[src/rtl/stw_pkg.sv]
package stw_pkg;
  localparam int SP_EXP_W  = 8;
  localparam int SP_FRAC_W = 23;

  typedef struct packed {
    logic is_nan;
    logic is_zero;
  } stw_class_t;
endpackage

[src/rtl/stw_rst_sync.sv]
module stw_rst_sync #(
  parameter int STAGES = 2
) (
  input  logic clk,
  input  logic rst_n,
  output logic rst_n_sync
);
  logic [STAGES-1:0] sync_q;
  logic [STAGES-1:0] sync_d;

  always_comb sync_d = {sync_q[STAGES-2:0], 1'b1};

  always_ff @(posedge clk or negedge rst_n) begin
    if (!rst_n) sync_q <= '0;
    else        sync_q <= sync_d;
  end

  assign rst_n_sync = sync_q[STAGES-1];
endmodule

[src/rtl/stw_classify.sv]
module stw_classify
  import stw_pkg::*;
#(
  parameter int EXP_W  = SP_EXP_W,
  parameter int FRAC_W = SP_FRAC_W,
  localparam int W     = 1 + EXP_W + FRAC_W
) (
  input  logic [W-1:0] op,
  output stw_class_t   cls
);
  logic [EXP_W-1:0]  exp_f;
  logic [FRAC_W-1:0] frac_f;
  logic              sign_unused;

  always_comb begin
    {sign_unused, exp_f, frac_f} = op;
    cls.is_nan  = (&exp_f) && (|frac_f);
    cls.is_zero = ~|{exp_f, frac_f};
  end
endmodule

[src/rtl/stw_order.sv]
module stw_order #(
  parameter int W = 32
) (
  input  logic [W-1:0] a,
  input  logic [W-1:0] b,
  input  logic         a_zero,
  input  logic         b_zero,
  output logic         a_lt_b,
  output logic         a_eq_b
);
  logic [W-2:0] mag_a, mag_b;
  logic         sa, sb;

  always_comb begin
    sa     = a[W-1];
    sb     = b[W-1];
    mag_a  = a[W-2:0];
    mag_b  = b[W-2:0];
    a_eq_b = (a == b) || (a_zero && b_zero);
    if (sa != sb)     a_lt_b = sa && !(a_zero && b_zero);
    else if (!sa)     a_lt_b = mag_a < mag_b;
    else              a_lt_b = mag_a > mag_b;
  end
endmodule

[src/rtl/stw_step.sv]
module stw_step #(
  parameter int W = 32
) (
  input  logic [W-1:0] x,
  input  logic         away,
  output logic [W-1:0] stepped
);
  localparam logic [W-2:0] ONE = {{(W-2){1'b0}}, 1'b1};
  logic [W-2:0] mag_up, mag_dn;

  always_comb begin
    mag_up  = x[W-2:0] + ONE;
    mag_dn  = x[W-2:0] - ONE;
    stepped = {x[W-1], away ? mag_up : mag_dn};
  end
endmodule

[src/rtl/stw_nextafter.sv]
module stw_nextafter
  import stw_pkg::*;
#(
  parameter int EXP_W  = SP_EXP_W,
  parameter int FRAC_W = SP_FRAC_W,
  localparam int W     = 1 + EXP_W + FRAC_W
) (
  input  logic         clk,
  input  logic         rst_n,
  input  logic         in_valid,
  input  logic [W-1:0] x_in,
  input  logic [W-1:0] y_in,
  output logic         out_valid,
  output logic [W-1:0] result
);
  localparam logic [W-1:0] QNAN =
    {1'b0, {EXP_W{1'b1}}, 1'b1, {(FRAC_W-1){1'b0}}};

  logic         rst_sync_n;
  stw_class_t   cls [2];
  logic [W-1:0] ops [2];
  logic         x_lt_y, x_eq_y, any_nan, step_away;
  logic [W-1:0] stepped, res_d, res_q;
  logic         vld_d, vld_q;

  stw_rst_sync #(.STAGES(2)) u_rst (
    .clk(clk), .rst_n(rst_n), .rst_n_sync(rst_sync_n)
  );

  always_comb begin
    ops[0] = x_in;
    ops[1] = y_in;
  end

  for (genvar g = 0; g < 2; g++) begin : g_cls
    stw_classify #(.EXP_W(EXP_W), .FRAC_W(FRAC_W)) u_cls (
      .op(ops[g]), .cls(cls[g])
    );
  end

  stw_order #(.W(W)) u_ord (
    .a(x_in), .b(y_in),
    .a_zero(cls[0].is_zero), .b_zero(cls[1].is_zero),
    .a_lt_b(x_lt_y), .a_eq_b(x_eq_y)
  );

  always_comb step_away = x_lt_y ^ x_in[W-1];

  stw_step #(.W(W)) u_step (
    .x(x_in), .away(step_away), .stepped(stepped)
  );

  always_comb begin
    any_nan = cls[0].is_nan || cls[1].is_nan;
    if (any_nan)               res_d = QNAN;
    else if (x_eq_y)           res_d = y_in;
    else if (cls[0].is_zero)   res_d = {!x_lt_y, {(W-2){1'b0}}, 1'b1};
    else                       res_d = stepped;
    vld_d = in_valid;
  end

  always_ff @(posedge clk or negedge rst_sync_n) begin
    if (!rst_sync_n) begin
      vld_q <= 1'b0;
      res_q <= '0;
    end else begin
      vld_q <= vld_d;
      if (in_valid) res_q <= res_d;
    end
  end

  assign out_valid = vld_q;
  assign result    = res_q;

  p_valid_lat_r1: assert property (@(posedge clk) disable iff (!rst_sync_n)
    in_valid |=> out_valid);
  p_valid_idle_r1: assert property (@(posedge clk) disable iff (!rst_sync_n)
    !in_valid |=> !out_valid);
  p_nan_out_r2: assert property (@(posedge clk) disable iff (!rst_sync_n)
    (in_valid && any_nan) |=> (result == QNAN));
  p_equal_y_r3: assert property (@(posedge clk) disable iff (!rst_sync_n)
    (in_valid && !any_nan && x_eq_y) |=> (result == $past(y_in)));
  p_zero_tiny_r4: assert property (@(posedge clk) disable iff (!rst_sync_n)
    (in_valid && !any_nan && !x_eq_y && cls[0].is_zero)
      |=> (result[W-2:0] == {{(W-2){1'b0}}, 1'b1}));
  p_sign_kept_r5: assert property (@(posedge clk) disable iff (!rst_sync_n)
    (in_valid && !any_nan && !x_eq_y && !cls[0].is_zero)
      |=> (result[W-1] == $past(x_in[W-1])));
  p_hold_r8: assert property (@(posedge clk) disable iff (!rst_sync_n)
    !in_valid |=> $stable(result));
endmodule

[config.mk]
export PLATFORM = sky130hd
export DESIGN_NAME = stw_nextafter
export DESIGN_NICKNAME = d
export VERILOG_FILES = /design/src/rtl/stw_pkg.sv /design/src/rtl/stw_rst_sync.sv /design/src/rtl/stw_classify.sv /design/src/rtl/stw_order.sv /design/src/rtl/stw_step.sv /design/src/rtl/stw_nextafter.sv
export SDC_FILE = /design/constraint.sdc
export NUM_CORES = 1
export LEC_CHECK = 0
export BUFFER_PORTS_ARGS = -buffer_cell sky130_fd_sc_hd__buf_4
export CAP_MARGIN = 20
export CELL_PAD_IN_SITES_DETAIL_PLACEMENT = 0
export CELL_PAD_IN_SITES_GLOBAL_PLACEMENT = 1
export CORE_MARGIN = 10
export CORE_UTILIZATION = 37
export CTS_BUF_LIST = sky130_fd_sc_hd__clkbuf_4
export DETAILED_ROUTE_END_ITERATION = 10
export PLACE_DENSITY = 0.75
export SLEW_MARGIN = 30
export SYNTH_ARGS = -nofsm -noshare
export SYNTH_HDL_FRONTEND = slang
export SYNTH_SLANG_ARGS = --single-unit
export TNS_END_PERCENT = 50
[constraint.sdc]
create_clock -name clk -period 1.1 [get_ports clk]
set_input_delay 0.11 -clock clk [delete_from_list [all_inputs] [get_ports clk]]
set_output_delay 0.11 -clock clk [all_outputs]
set_load 0.05 [all_outputs]
==> out/metrics.yaml <==
worstSetupEndpointType: "flip-flop"
cts.path.max_buffers: 2
gp_congestion: 0.896
synth_cells: 563
die_w_um: 128
antenna_found_initial: 0
grt_overflow_total: 0
setup-violations-final: 51
syn_avg_cell_area_um2: 7.70
io_buffers: 99
setup_slack_ps: -2500
syn_area_um2: 4340
ios: 100
wl_um: 20500
power_leakage_uw: 0.00374
design.core.area_um2: 11500
antennaDiodeCount: 0
synth_cell_types: 69
die-area_um2: 16400
critPathLaunchType: "input pin"
start_util_pct: 37.8
violations: "negative setup slack"
post_drt_wl_per_cell_um: 20.3
finalCritPeriodShare_pct: 328
yosysWarnings: 0
numCtsBuffers: 5
hold_viol: 0
synth_ff_type: "dfrtp_1"
drt_iter0_markers: 380
dp_hpwl_um: 15400
cp-startpoint: "y_in[10]"
outcome: "complete, but fails checks"
seq_area_frac_synth_pct: 20.2
synthToLayoutAreaGrowth_pct: 90.5
synth-seq-cells: 35
path_clk_slew_ps: 120
required_ps: 1450
r2r-end: "result[27]$_DFFE_PN0P_"
timing.rr.start: "result[27]$_DFFE_PN0P_"
detail-route-antenna-nets: 0
drive_above_1_share_pct: 54.3
fin_nets: 997
finClkSkew_ps: 19.3
die_y_um: 128
hold_slack_ps: 16.3
insertion_delay_ps: 420
drt-pass1-iter-count: 5
clock_sinks: 35
grt_pass1_wl_um: 30900
r2r_cells: 4
final_common_cell: "buf_4"
power.density_nw_per_um2: 1250
async_reset_ff_share_pct: 100
row_count: 39
slew_viol_final: 0
via_count: 5733
grt_pass1_vias: 5935
fmax_ghz: 0.277
drt-vias-per-instance: 5.66
cts_root_buf: "clkbuf_4"
r2r_slack_ps: 10
rsz0062_at_grt: "yes"
maxCapViolations: 0
drc_errors: 0
layout_common_cells: "buf_4 (238), buf_6 (65), inv_1 (45)"
synth_edf_count: 0
grt_max_degree: 34
ir_drop_mv: 1.05
hp-class: "in -> async"
period_needed_ps: 3600
fin_util_pct: 72.0
path_class: "in -> reg"
ctsHtreeMaxLevel: 2
cts_tree: "yes"
grt.total_usage_pct: 23.3
arrival_ps: 3950
crit_fanout: 8
syn_nets: 691
==> stage by stage <==
step	total power [uW]	setup WS, ps	setup TNS, ps	cell area, um2	std cells
after global routing	10900	-2660	-74240	8260	1013
after detailed placement	7790	-3090	-84660	6830	971
after floorplan	5260	-2890	-76570	4540	563
final	10400	-2500	-69650	8260	1013
after CTS	9850	-2420	-64620	7850	996
after global placement	7720	-3080	-83090	6830	971
==> sequential cells by signal, indices dropped and copies added, names as in the netlist <==
signal,flops
result,32
out_valid,1
u_rst.sync_q,2
==> worst max-delay path: stages <==
cell        delay [ps]
buf_4               90
inv_1               60
ha_4               270
nand4_1            180
buf_4              200
nor2_1             110
o311ai_2           130
a31oi_2            200
nor2_1              80
o221ai_2           210
nor2_2              80
clkinvlp_4         120
buf_12             160
ha_4               220
nor2b_4            140
o31ai_4            290
a221oi_4           140
a21oi_4            270
o211ai_1           130
a21o_1             240
a2111o_1           430
nand3_1             80
==> layout make-up <==
class,instances,area [um2]
flip-flops and latches,35,876
clock inverters,3,43.8
clock buffers,5,37.5
fillers,898,3210
inverters,64,264
repair buffers,317,2730
well taps,143,179
multi-input cells,446,4130
==> synth_stat cells, types with 3 or more instances <==
cell / instances / area, um2
a22oi_1: 13 / 97.6
or3_1: 4 / 25.0
nand4_1: 18 / 113
o211ai_1: 7 / 52.6
a21o_1: 14 / 105
xor2_1: 10 / 87.6
nor2_1: 44 / 165
nor3_1: 12 / 60.1
o32ai_1: 3 / 26.3
a32oi_1: 3 / 26.3
a221o_1: 7 / 70.1
nor2b_1: 12 / 75.1
inv_1: 64 / 240
nor4_1: 15 / 93.8
o21a_1: 3 / 22.5
o21ai_0: 23 / 115
xnor2_1: 10 / 87.6
and3_1: 4 / 25.0
clkbuf_1: 14 / 52.6
nand3_1: 7 / 35.0
dfrtp_1: 35 / 876
nand2_1: 37 / 139
a211oi_1: 7 / 52.6
nand3b_1: 3 / 22.5
buf_2: 3 / 15.0
ha_1: 60 / 751
a21oi_1: 51 / 255
o21ai_1: 7 / 35.0
a31oi_1: 9 / 56.3
o22ai_1: 17 / 106
==> cell families after synthesis <==
kind of cell | Yosys count | synth area share [%]
mux | 2 | 0.462
buf+inv | 82 | 7.19
fa+ha+maj | 61 | 17.8
compound gates | 191 | 30.1
simple gates | 171 | 20.1
xor+xnor | 20 | 4.04
flops | 35 | 20.2
other cells | 1 | 0.0865
==> metal layers <==
metal  share of wire [%]  track usage, %  vias up
li1                    -               -     2727
met1                  41            27.5     2788
met2                  51            41.0      181
met3                 5.4            4.67       37
met4                 2.6            7.62        0
met5                   0               0        -
==> power by group <==
group / switching, uW / internal (uW) / leakage (uW)
combinational: 3940 / 3440 / 0.00328
sequential: 280 / 1610 / 0.000413
clock: 618 / 478 / 0.0000452
total: 4840 / 5530 / 0.00374
==> worst max path at each step <==
stage / end / slack [ps] / cells after the start
after floorplan: result[18]$_DFFE_PN0P_ / -2890 / 18
after global placement: result[19]$_DFFE_PN0P_ / -3080 / 18
after detailed placement: result[19]$_DFFE_PN0P_ / -3090 / 18
after CTS: result[30]$_DFFE_PN0P_ / -2420 / 20
after global routing: result[30]$_DFFE_PN0P_ / -2660 / 22
final: result[30]$_DFFE_PN0P_ / -2500 / 22
==> what timing repair did <==
action / 4_1_cts / 5_1_grt
resized for setup: 175 / 54
pin swaps: 80 / 45
endpoints found under the setup margin: 64 / 65
buffers inserted: 16 / 17
hold endpoints to repair: 6 / 0
hold buffers: 5 / 0
(Power assumes the default switching activity.)
